**config.mk**
```make
export PLATFORM = sky130hd
export DESIGN_NAME = gpio_banked_ctrl
export DESIGN_NICKNAME = d
export VERILOG_FILES = /design/src/rtl/gpio_bank_pkg.sv /design/src/rtl/gpio_rst_sync.sv /design/src/rtl/gpio_pin_sync.sv /design/src/rtl/gpio_edge_detect.sv /design/src/rtl/gpio_bank.sv /design/src/rtl/gpio_banked_ctrl.sv
export SDC_FILE = /design/constraint.sdc
export NUM_CORES = 1
export LEC_CHECK = 0
export ABC_AREA = 0
export BUFFER_PORTS_ARGS = -buffer_cell sky130_fd_sc_hd__buf_2
export CAP_MARGIN = 0
export CORE_ASPECT_RATIO = 0.8
export CORE_MARGIN = 2
export CORE_UTILIZATION = 47
export DETAILED_ROUTE_END_ITERATION = 16
export MAX_ROUTING_LAYER = met4
export PLACE_DENSITY_LB_ADDON = 0.2
export SYNTH_ARGS = -nofsm -noshare
export SYNTH_HDL_FRONTEND = slang
export SYNTH_SLANG_ARGS = --single-unit
```
**constraint.sdc**
```tcl
create_clock -name clk -period 11.6 [get_ports clk]
set_input_delay 1.16 -clock clk [delete_from_list [all_inputs] [get_ports clk]]
set_output_delay 1.16 -clock clk [all_outputs]
set_load 0.05 [all_outputs]
```
**src/rtl/gpio_bank_pkg.sv**
```systemverilog
package gpio_bank_pkg;

  localparam int unsigned BUS_W  = 32;
  localparam int unsigned ADDR_W = 6;
  localparam int unsigned STRB_W = BUS_W / 8;

  typedef enum logic [2:0] {
    REG_ENABLE = 3'd0,
    REG_DIR    = 3'd1,
    REG_LEVEL  = 3'd2,
    REG_RISE   = 3'd3,
    REG_FALL   = 3'd4,
    REG_EVMASK = 3'd5,
    REG_ROUTE  = 3'd6,
    REG_STATUS = 3'd7
  } gpio_reg_e;

  function automatic logic [BUS_W-1:0] strb_to_mask(input logic [STRB_W-1:0] strb);
    logic [BUS_W-1:0] m;
    for (int k = 0; k < STRB_W; k++) begin
      m[8*k +: 8] = {8{strb[k]}};
    end
    return m;
  endfunction

endpackage

```
**src/rtl/gpio_rst_sync.sv**
```systemverilog
module gpio_rst_sync (
  input  logic clk,
  input  logic rst_n,
  output logic rst_n_sync
);

  logic stage1_q, stage2_q;
  logic stage1_d, stage2_d;

  always_comb begin
    stage1_d = 1'b1;
    stage2_d = stage1_q;
  end

  always_ff @(posedge clk or negedge rst_n) begin
    if (!rst_n) begin
      stage1_q <= 1'b0;
      stage2_q <= 1'b0;
    end else begin
      stage1_q <= stage1_d;
      stage2_q <= stage2_d;
    end
  end

  assign rst_n_sync = stage2_q;

endmodule

```
**src/rtl/gpio_pin_sync.sv**
```systemverilog
module gpio_pin_sync #(
  parameter int unsigned WIDTH = 8
) (
  input  logic             clk,
  input  logic             rst_n,
  input  logic [WIDTH-1:0] pad_i,
  output logic [WIDTH-1:0] sync_o
);

  logic [WIDTH-1:0] meta_q, meta_d;
  logic [WIDTH-1:0] sync_q, sync_d;

  always_comb begin
    meta_d = pad_i;
    sync_d = meta_q;
  end

  always_ff @(posedge clk or negedge rst_n) begin
    if (!rst_n) begin
      meta_q <= '0;
      sync_q <= '0;
    end else begin
      meta_q <= meta_d;
      sync_q <= sync_d;
    end
  end

  assign sync_o = sync_q;

endmodule

```
**src/rtl/gpio_edge_detect.sv**
```systemverilog
module gpio_edge_detect #(
  parameter int unsigned WIDTH = 8
) (
  input  logic             clk,
  input  logic             rst_n,
  input  logic [WIDTH-1:0] sample_i,
  input  logic [WIDTH-1:0] arm_i,
  input  logic [WIDTH-1:0] rise_en_i,
  input  logic [WIDTH-1:0] fall_en_i,
  output logic [WIDTH-1:0] hit_o
);

  logic [WIDTH-1:0] prev_q, prev_d;
  logic [WIDTH-1:0] rose, fell;

  always_comb begin
    prev_d = sample_i;
    rose   = sample_i & ~prev_q;
    fell   = ~sample_i & prev_q;
    hit_o  = arm_i & ((rose & rise_en_i) | (fell & fall_en_i));
  end

  always_ff @(posedge clk or negedge rst_n) begin
    if (!rst_n) prev_q <= '0;
    else        prev_q <= prev_d;
  end

endmodule

```
**src/rtl/gpio_bank.sv**
```systemverilog
module gpio_bank
  import gpio_bank_pkg::*;
#(
  parameter int unsigned N = 8
) (
  input  logic              clk,
  input  logic              rst_n,
  input  logic              wr_i,
  input  gpio_reg_e         sel_i,
  input  logic [BUS_W-1:0]  wdata_i,
  input  logic [STRB_W-1:0] wstrb_i,
  input  logic [N-1:0]      pad_sync_i,
  output logic [BUS_W-1:0]  rdata_o,
  output logic [N-1:0]      out_level_o,
  output logic [N-1:0]      out_en_o,
  output logic              event_o
);

  logic [BUS_W-1:0] full_mask;
  logic [N-1:0]     wmask, wd;

  logic [N-1:0] en_q, dir_q, lvl_q, rise_q, fall_q, evm_q, route_q, stat_q;
  logic [N-1:0] en_d, dir_d, lvl_d, rise_d, fall_d, evm_d, route_d, stat_d;
  logic         en_ce, dir_ce, lvl_ce, rise_ce, fall_ce, evm_ce, route_ce;
  logic [N-1:0] clr, hit, lvl_view;

  assign full_mask = strb_to_mask(wstrb_i);
  assign wmask     = full_mask[N-1:0];
  assign wd        = wdata_i[N-1:0];

  gpio_edge_detect #(.WIDTH(N)) u_edge (
    .clk       (clk),
    .rst_n     (rst_n),
    .sample_i  (pad_sync_i),
    .arm_i     (en_q & dir_q),
    .rise_en_i (rise_q),
    .fall_en_i (fall_q),
    .hit_o     (hit)
  );

  always_comb begin
    en_ce    = wr_i && (sel_i == REG_ENABLE);
    dir_ce   = wr_i && (sel_i == REG_DIR);
    lvl_ce   = wr_i && (sel_i == REG_LEVEL);
    rise_ce  = wr_i && (sel_i == REG_RISE);
    fall_ce  = wr_i && (sel_i == REG_FALL);
    evm_ce   = wr_i && (sel_i == REG_EVMASK);
    route_ce = wr_i && (sel_i == REG_ROUTE);

    en_d    = (en_q    & ~wmask) | (wd & wmask);
    dir_d   = (dir_q   & ~wmask) | (wd & wmask);
    rise_d  = (rise_q  & ~wmask) | (wd & wmask);
    fall_d  = (fall_q  & ~wmask) | (wd & wmask);
    evm_d   = (evm_q   & ~wmask) | (wd & wmask);
    route_d = (route_q & ~wmask) | (wd & wmask);
    // only output pins accept a new level
    lvl_d   = (lvl_q & ~(wmask & ~dir_q)) | (wd & wmask & ~dir_q);

    clr    = (wr_i && (sel_i == REG_STATUS)) ? (wd & wmask) : '0;
    stat_d = (stat_q & ~clr) | hit;
  end

  always_ff @(posedge clk or negedge rst_n) begin
    if (!rst_n) begin
      en_q    <= '0;
      dir_q   <= '1;
      lvl_q   <= '0;
      rise_q  <= '0;
      fall_q  <= '0;
      evm_q   <= '0;
      route_q <= '0;
      stat_q  <= '0;
    end else begin
      if (en_ce)    en_q    <= en_d;
      if (dir_ce)   dir_q   <= dir_d;
      if (lvl_ce)   lvl_q   <= lvl_d;
      if (rise_ce)  rise_q  <= rise_d;
      if (fall_ce)  fall_q  <= fall_d;
      if (evm_ce)   evm_q   <= evm_d;
      if (route_ce) route_q <= route_d;
      stat_q <= stat_d;
    end
  end

  always_comb begin
    lvl_view = (dir_q & pad_sync_i) | (~dir_q & lvl_q);
    rdata_o  = '0;
    unique case (sel_i)
      REG_ENABLE: rdata_o[N-1:0] = en_q;
      REG_DIR:    rdata_o[N-1:0] = dir_q;
      REG_LEVEL:  rdata_o[N-1:0] = lvl_view;
      REG_RISE:   rdata_o[N-1:0] = rise_q;
      REG_FALL:   rdata_o[N-1:0] = fall_q;
      REG_EVMASK: rdata_o[N-1:0] = evm_q;
      REG_ROUTE:  rdata_o[N-1:0] = route_q;
      REG_STATUS: rdata_o[N-1:0] = stat_q;
      default:    rdata_o        = '0;
    endcase
  end

  assign out_level_o = lvl_q;
  assign out_en_o    = en_q & ~dir_q;
  assign event_o     = |(stat_q & evm_q);

  // a status bit with no clear request stays set
  a_r8_status_sticky: assert property (@(posedge clk) disable iff (!rst_n)
    1'b1 |=> ((stat_q & $past(stat_q & ~clr)) == $past(stat_q & ~clr)));

  // status only rises on pins that were enabled inputs
  a_r7_no_edge_disarmed: assert property (@(posedge clk) disable iff (!rst_n)
    1'b1 |=> ((stat_q & ~$past(stat_q) & ~$past(en_q & dir_q)) == '0));

  // level bits of input pins never change
  a_r5_input_level_hold: assert property (@(posedge clk) disable iff (!rst_n)
    1'b1 |=> (((lvl_q ^ $past(lvl_q)) & $past(dir_q)) == '0));

  // bytes without a strobe keep their enable value
  a_r3_strobe_masked: assert property (@(posedge clk) disable iff (!rst_n)
    1'b1 |=> (((en_q ^ $past(en_q)) & ~$past(en_ce ? wmask : '0)) == '0));

endmodule

```
**src/rtl/gpio_banked_ctrl.sv**
```systemverilog
module gpio_banked_ctrl
  import gpio_bank_pkg::*;
#(
  parameter int unsigned NUM_PINS    = 14,
  parameter int unsigned RESUME_BASE = 10
) (
  input  logic                clk,
  input  logic                rst_n,
  input  logic                bus_wr,
  input  logic [ADDR_W-1:0]   bus_addr,
  input  logic [BUS_W-1:0]    bus_wdata,
  input  logic [STRB_W-1:0]   bus_wstrb,
  output logic [BUS_W-1:0]    bus_rdata,
  input  logic [NUM_PINS-1:0] pin_in,
  output logic [NUM_PINS-1:0] pin_out,
  output logic [NUM_PINS-1:0] pin_oe,
  output logic                event_out
);

  localparam int unsigned LOW_N  = RESUME_BASE;
  localparam int unsigned HIGH_N = NUM_PINS - RESUME_BASE;

  logic                rst_int_n;
  logic [NUM_PINS-1:0] pad_sync;
  logic [BUS_W-1:0]    bank_rd [2];
  logic [1:0]          bank_evt;
  gpio_reg_e           sel;

  assign sel = gpio_reg_e'(bus_addr[4:2]);

  gpio_rst_sync u_rst (
    .clk        (clk),
    .rst_n      (rst_n),
    .rst_n_sync (rst_int_n)
  );

  gpio_pin_sync #(.WIDTH(NUM_PINS)) u_sync (
    .clk    (clk),
    .rst_n  (rst_int_n),
    .pad_i  (pin_in),
    .sync_o (pad_sync)
  );

  for (genvar b = 0; b < 2; b++) begin : g_bank
    localparam int unsigned BN = (b == 0) ? LOW_N : HIGH_N;
    localparam int unsigned BO = (b == 0) ? 0 : RESUME_BASE;

    gpio_bank #(.N(BN)) u_bank (
      .clk         (clk),
      .rst_n       (rst_int_n),
      .wr_i        (bus_wr && (bus_addr[5] == 1'(b))),
      .sel_i       (sel),
      .wdata_i     (bus_wdata),
      .wstrb_i     (bus_wstrb),
      .pad_sync_i  (pad_sync[BO +: BN]),
      .rdata_o     (bank_rd[b]),
      .out_level_o (pin_out[BO +: BN]),
      .out_en_o    (pin_oe[BO +: BN]),
      .event_o     (bank_evt[b])
    );
  end

  assign bus_rdata = bank_rd[bus_addr[5]];
  assign event_out = |bank_evt;

  // without a write, the aggregate event cannot drop
  a_r9_event_held: assert property (@(posedge clk) disable iff (!rst_int_n)
    (event_out && !bus_wr) |=> event_out);

endmodule

```
### Yosys cells after proc, flatten, opt, wreduce, memory -nomap -nowiden

Index checks and enable logic that the tools add are counted.

| word-level totals | value |
|---|---|
| output and inout port bits | 61 |
| logic and storage cells | 133 |
| input port bits | 59 |
| flip-flop bits (word level) | 156 |

| cells by class | value |
|---|---|
| equal/unequal tests | 7 |
| reductions and logical operators | 20 |
| bitwise operators | 76 |
| $lt $le $gt $ge | 1 |
| mux-type cells | 7 |

Operators by type and width:

| operator | count |
|---|---|
| AND 10 bit | 21 |
| OR 10 bit | 10 |
| AND 4 bit | 21 |
| case mux 10 bit (8 select lines) | 1 |
| 2-to-1 mux 32 bit | 2 |
| NOT 10 bit | 6 |
| OR 4 bit | 10 |
| case mux 4 bit (8 select lines) | 1 |
| NOT 4 bit | 6 |
| 2-to-1 mux 10 bit | 2 |
| logical AND 1 bit | 18 |
| OR reduction 14 bit | 1 |
| equality test 3 bit, second input constant | 4 |
| equality test 3 x 2 -> 1 bit, second input constant | 2 |
| 2-to-1 mux 4 bit | 1 |
| equality test 3 x 1 -> 1 bit, second input constant | 1 |
| logical NOT 3 bit | 1 |
| >= comparator 2 bit, second input constant | 1 |
| NOT 1 -> 2 bit | 1 |
| NOT 1 bit | 1 |

### Longest topological paths before layout

Gate-level depths: netlist of the first run.

| logic depth | value |
|---|---|
| depth in word-level cells | 7 |
| mapped depth | 7 |
| depth with buffers taken out | 4 |

### Hierarchy

A second synthesis of the first run with hierarchy kept.

| second synthesis, totals | value |
|---|---|
| cells, all modules | 673 |
| area total of the unflattened synthesis | 8094.0 µm² |

By module, submodules not included:

| module | area each (µm²) | seq. area each (µm²) | instances | cells each |
|---|---|---|---|---|
| gpio_bank (g_bank[0].u_bank) | 4294.1 | 2014.4 | 1 | 371 |
| gpio_bank (g_bank[1].u_bank) | 1846.8 | 805.8 | 1 | 176 |
| gpio_pin_sync | 700.7 | 700.7 | 1 | 28 |
| gpio_banked_ctrl | 550.5 | 0.0 | 1 | 39 |
| gpio_edge_detect (g_bank[0].u_bank.u_edge) | 462.9 | 250.2 | 1 | 40 |
| gpio_edge_detect (g_bank[1].u_bank.u_edge) | 185.2 | 100.1 | 1 | 16 |
| gpio_rst_sync | 53.8 | 50.0 | 1 | 3 |

### Worst setup path after synthesis of the first run

OpenSTA, ideal clock, no wires.

| timing path | value |
|---|---|
| kind | input port to output port |
| start point | in bus_addr[2] |
| end point | out bus_rdata[3] |
| arrival time | 3.767 ns |
| path buffers | 2 |
| required time | 10.440 ns |
| stages on the path | 6 |
| slack | 6.673 ns |
| path through | buf_4 buf_4 mux2i_1 a221oi_1 a31oi_1 o311ai_0 |

| on the way | value |
|---|---|
| cells in the longest elaborated chain, start to end | 5 |
| elaborated cells on any way between the ends | 13 |
| classes of those cells | eq/ne (7); mux (5); reduce/logical (1) |

RTL lines:

| what | line | source |
|---|---|---|
| start, declared | gpio_banked_ctrl.sv:10 | `input logic [ADDR_W-1:0] bus_addr,` |
| equality test 3 bit (tied with other cells) | gpio_bank.sv:88 | `unique case (sel_i)` |
| case mux 4 bit (8 select lines) / case mux 10 bit (8 select lines) (equally long branches) | gpio_bank.sv:88 |  |
| 2-to-1 mux 10 bit (not written as such) (*) | gpio_banked_ctrl.sv:63 | `assign bus_rdata = bank_rd[bus_addr[5]];` |
| 2-to-1 mux 32 bit (not written as such) (*) (2 in a row) | gpio_banked_ctrl.sv:63 |  |
| end, declared | gpio_banked_ctrl.sv:13 | `output logic [BUS_W-1:0] bus_rdata,` |

Every way passes the cells marked *; elsewhere a longest branch is shown, timed or not. The select of a mux whose other input is x is not followed.

### Worst setup path after layout of the first run

| timing path | value |
|---|---|
| start point | in bus_addr[3] |
| end point | out bus_rdata[3] |

The elaborated chain is that of the path after synthesis.

==> results of run 1 <==
==> synthesized netlist by cell type, drive strengths merged, types with 5 or more instances <==
| cell type | instances |
|---|---|
| dfrtp | 142 |
| nand3 | 5 |
| a21oi | 7 |
| mux2 | 104 |
| inv | 5 |
| nand3b | 19 |
| nor3 | 6 |
| mux2i | 16 |
| nor2 | 45 |
| o2bb2ai | 7 |
| nand2b | 12 |
| dfstp | 14 |
| buf | 43 |
| nand2 | 48 |
| a221oi | 14 |
| nor2b | 20 |
| clkbuf | 6 |
| a32o | 14 |
| o21ai | 29 |
==> where the power goes <==
| group | internal, mW | switching [mW] | total (mW) |
|---|---|---|---|
| sequential | 0.641 | 0.0886 | 0.730 |
| clock | 0.367 | 0.231 | 0.598 |
| combinational | 0.128 | 0.208 | 0.337 |
==> final cells by class <==
class,instances,area [um^2],share of cell area [%]
flip-flops and latches,156,3930,46.9
repair buffers,74,378,4.52
multi-input cells,420,3150,37.6
clock buffers,19,443,5.29
clock inverters,13,190,2.27
inverters,5,18.8,0.224
well taps,210,263,3.14
==> worst max path at each step <==
stage                     cells past startpoint  slack (ps)           end
after floorplan                               6        6670  bus_rdata[3]
after global placement                        6        6490  bus_rdata[3]
after detailed placement                      6        6460  bus_rdata[3]
after CTS                                     6        6470  bus_rdata[3]
after global routing                          6        6320  bus_rdata[3]
final                                         6        6380  bus_rdata[3]
==> cell families after synthesis <==
| family | synth area share [%] |
|---|---|
| DFF | 53.6 |
| AOI/OAI and AO/OA | 10.1 |
| other | 0.103 |
| muxes | 18.8 |
| and+or+nand+nor | 12.9 |
| buffers and inverters | 4.48 |
==> layer usage <==
layer | GRT usage [%] | up-vias | part of all wire (%)
li1 | - | 2324 | -
met1 | 31.8 | 2630 | 48
met2 | 33.7 | 167 | 44
met3 | 7.40 | 23 | 6.3
met4 | 8.10 | 0 | 1.7
met5 | - | - | 0
==> critical path: stages <==
cell	delay, ps
buf_2	320
inv_1	680
nand3_1	840
o221ai_1	520
o311ai_0	260
buf_2	280
==> results.ini, run 1 <==
[global_routing]
grt_max_degree = 68
antenna_found_initial = 0
track_usage_pct = 23.5
grt_pass1_wl_um = 28200
first_global_vias = 5032
grt_overflow = 0

[routing]
ant_nets = 0
wl_per_cell_um = 20.2
first_iter_violations = 402
vias = 5144
dr.pass1.iters = 5
drc_errors = 0
routed_via_density = 5.73
routed_wl_um = 18100

[synth]
synth-edff-count = 0
ys_seq_elements = 156
syn-mean-instance-area_um2 = 12.0
syn_area_mm2 = 0.00732
ys_warn_count = 0
ys_seq_area_share_pct = 53.6
ys_top_cells_by_area = dfrtp_1 49%, mux2_2 15%, dfstp_2 5.0%
async_reset_ff_share_pct = 100
synth_top_area_cell = dfrtp_1
netlist-cell-type-count = 51
synth_top_area_share_pct = 48.5
synth_cells = 609
synthFlopType = dfrtp_1

[timing]
rsz0062_at_grt = no
setup_ws_ps = 6380
tightestPinTransition_ps = 887
setup_violations = 0
fin_crit_ps = 5220
slew_headroom_pct = 40.7
fin_crit_sh_pct = 45.0
timing.final.max_slew_violations = 0
clock.fmax_mhz = 191
final.setup_skew_ps = 11.0
hold_violations = 0
final.setup.tns_ps = 0
holdWs_ps = 300

[power]
ir_drop_v = 0.000133
powerDensity_mw_per_mm2 = 199
p_leak_nw = 3.70
total_power_mw = 1.66

[cts]
post-cts-setup-buffers = 0
cts_buffers = 17
cts.repair.resized = 0
cts_tree = built
clock-root-buffer = clkbuf_16
clock_latency_ps = 430
clk_pin_slew_worst_paths_ps = 60
clock_path_buffers = 2
ctsHoldBuffers = 0
h-tree-depth = 4
cts_sinks = 156

[die]
fp-row-count = 40
die_width_um = 144
start_util_pct = 48.4
die_area_mm2 = 0.0166
num_io_pins = 120
die_h_um = 116
core_mm2 = 0.0151

[worst_setup_path]
path_max_fanout = 32
crit_arrival_ps = 4060
reg2reg_to = u_sync.meta_q[8]
r2r_start = u_rst.rst_n_sync
worst_r2r_path_depth = 1
startpoint = bus_addr[3]
r2r_setup_slack_ps = 10060
cp-end-kind = output port
required_ps = 10440
criticalPathCategory = input port to output port
startpoint_type = input port

[finish]
finalInstanceArea_mm2 = 0.00837
utilization_pct = 55.4
area_delta_synth_final_pct = 14.3
layout_commonest_cell = dfrtp_1
fin_cells = 897
fill_cells = 1314
fin_nets = 733
drive_above_1_share_pct = 33.2
diodes = 0
layout_common_cells = 141 x dfrtp_1, 96 x mux2_2, 71 x buf_2

[job]
max_cap_viol_count = 0

[placed_design]
placed_cells = 865
port_buffers = 71
hpwl_um = 11800
globalplace.congestion = 0.822
place_area_mm2 = 0.00773
dp_slack_ps = 6460

[outcome]
status = finished clean

[worst_hold_path]
hp-class = register to asynchronous set/reset pin

(Power assumes the default switching activity.)
==> run 2: changes to the inputs <==
Settings changed: ABC_AREA 0 to 1.
Clock period 11.6 ns to 4.6 ns, I/O delays scaled along.
==> run 2 against run 1 <==
  * Hold slack got worse by 170 ps
  * Synthesized area grew 2.5%
  * Clock power is 140% higher
  * Critical path type unchanged
  * Largest cell class unchanged
  * Global-route usage up 2.2 points
==> results.ini, run 2 <==
[timing]
setup_ws_ps = 1430  ; -4950 ps
fin_crit_sh_pct = 68.9
fin_crit_ps = 3170
tightestPinTransition_ps = 867  ; -19.9 ps
final.setup_skew_ps = 6.41  ; -4.64 ps
timing.final.max_slew_violations = 0  ; unchanged
clock.fmax_mhz = 316
final.setup.tns_ps = 0  ; unchanged
holdWs_ps = 133  ; -167 ps
rsz0062_at_grt = no
setup_violations = 0  ; unchanged
slew_headroom_pct = 42.2  ; +1.5 points
hold_violations = 0  ; unchanged

[worst_setup_path]
cp_top_family = simple AND/OR/NAND/NOR gates
path_max_fanout = 32  ; unchanged
required_ps = 4140  ; -6300 ps
cp.buffers_inverters = 3  ; unchanged
crit_chain = buf_2 > nor2_4 > nand2_2 > inv_1 > nor3_1 > a21oi_1 > buf_2
crit_top_cell = buf_2
worst_path_max_delay_cell = nor2_4
criticalPathCategory = input port to output port
startpoint_type = input port
cp-end-kind = output port
slowest_delay_ps = 490  ; -350 ps
crit_arrival_ps = 2710  ; -1350 ps

[global_routing]
grt_overflow = 0  ; unchanged
antenna_found_initial = 0  ; unchanged
grt_max_degree = 89  ; +31%
track_usage_pct = 25.7  ; +2.2 points
grt_pass1_wl_um = 32100  ; +14%
first_global_vias = 5697  ; +13%

[cts]
cts_buffers = 17  ; unchanged
clock_latency_ps = 430  ; about the same
clock_path_buffers = 2  ; unchanged
clk_pin_slew_worst_paths_ps = 60  ; about the same
cts.repair.resized = 0  ; unchanged
ctsHoldBuffers = 1  ; +1
clock-root-buffer = clkbuf_16
post-cts-setup-buffers = 0  ; unchanged
cts_tree = built
cts_sinks = 156  ; unchanged
h-tree-depth = 4  ; unchanged

[power]
p_leak_nw = 4.22  ; +14%
ir_drop_v = 0.000253  ; +90%
powerDensity_mw_per_mm2 = 473  ; +140%
total_power_mw = 4.02  ; +140%

[routing]
wl_per_cell_um = 16.8  ; -17%
vias = 6372  ; +24%
routed_via_density = 5.27  ; -8.1%
first_iter_violations = 596  ; +48%
drc_errors = 0  ; unchanged
routed_wl_um = 20400  ; +12%
dr.pass1.iters = 5  ; unchanged
ant_nets = 0  ; unchanged

[outcome]
status = finished clean

[finish]
area_delta_synth_final_pct = 13.4
layout_common_cells = 250 x nand2_1, 141 x dfrtp_1, 112 x o21ai_0
fin_cells = 1209  ; +35%
layout_commonest_cell = nand2_1
drive_above_1_share_pct = 14.6  ; -19 points
fin_nets = 1041  ; +42%
diodes = 0  ; unchanged

[die]
die_area_mm2 = 0.0170  ; +2.4%
start_util_pct = 47.8  ; -0.64 points
fp-row-count = 41  ; +2.5%
num_io_pins = 120  ; unchanged
die_h_um = 117  ; +1.2%
core_mm2 = 0.0157  ; +3.9%
die_width_um = 145  ; +1.2%

[synth]
syn_area_mm2 = 0.00750  ; +2.5%
synth-edff-count = 0  ; unchanged
synth_common_cells = 250 x nand2_1, 142 x dfrtp_1, 112 x o21ai_0
async_reset_ff_share_pct = 100  ; unchanged
synth.most_common_cell = nand2_1
ys_seq_elements = 156  ; unchanged
ys_warn_count = 0  ; unchanged
syn-mean-instance-area_um2 = 8.15  ; -32%
synthFlopType = dfrtp_1
ys_seq_area_share_pct = 52.3  ; -1.3 points
synth_top_area_cell = dfrtp_1
synth_cells = 920  ; +51%
synth_top_area_share_pct = 47.4  ; -1.2 points
ys_top_cells_by_area = dfrtp_1 47%, nand2_1 13%, o21ai_0 7.5%
netlist-cell-type-count = 30  ; -41%

[placed_design]
placed_cells = 1177  ; +36%
globalplace.congestion = 0.870  ; +5.8%
port_buffers = 71  ; unchanged
dp_slack_ps = 1530  ; -4920 ps
hpwl_um = 13200  ; +12%

[job]
max_cap_viol_count = 0  ; unchanged

[worst_hold_path]
hp-class = input port to register

[run 2: cell types whose count changed in the layout (fill, tap and decap cells not counted), sizes merged, moves of 16 or more]
cell    before  now
nand3b      19    0
nand3        5   65
nor2b       20    0
nor2        45   82
nand4        4   46
nand2       48  258
mux2i       16    0
mux2       104    0
inv          7   94
o21ai       29  122
[run 2: cell families after synthesis]
logic type | synth area share [%]
other | 0.100
and+or+nand+nor | 27.2
DFF | 52.3
buffers and inverters | 9.32
AOI/OAI and AO/OA | 11.1
[run 2: metrics by stage]
| stage | util [%] | instance area, um^2 |
|---|---|---|
| 2_1_floorplan | - | 7580 |
| 3_3_place_gp | 50.4 | 7910 |
| 3_5_place_dp | 50.4 | 7910 |
| 4_1_cts | 54.2 | 8500 |
| 5_1_grt | 54.2 | 8500 |
| 6_report | 54.2 | 8500 |
[run 2: where the power goes]
group / switching (mW) / internal, mW
Combinational: 0.582 / 0.223
Clock: 0.543 / 0.866
Sequential: 0.202 / 1.61
Total: 1.33 / 2.69
[run 2: path summary, 6_finish.rpt]
kind	startpoint	to	slack, ps	cells after the start
max in group asynchronous	u_rst.rst_n_sync	asynchronous set/reset pin	3140	1
worst min register to register	u_sync.meta_q[13]	u_sync.sync_o[13]	350	0
min in group asynchronous	rst_n	u_rst.rst_n_sync	330	2
worst max-delay path	bus_addr[3]	bus_rdata[9]	1430	7
worst max register to register	u_rst.rst_n_sync	asynchronous set/reset pin	3140	1
worst min-delay path	pin_in[5]	u_sync.meta_q[5]	130	1
[run 2: cell type report]
cell class                      count  area, um^2
Fill cell                        1515        7190
Tap cell                          215         269
Sequential cell                   156        3930
Clock inverter                      6        83.8
Inverter                           94         353
Timing Repair Buffer               76         408
Clock buffer                       25         505
Multi-Input combinational cell    637        2960
[run 2: routing by layer]
metal  track usage, %  part of all wire (%)  wire length [um]
met5                -                     0                 0
met4             5.75                  0.85               174
met3             6.32                   6.8              1390
met2             36.7                    43              8700
met1             37.3                    50             10100
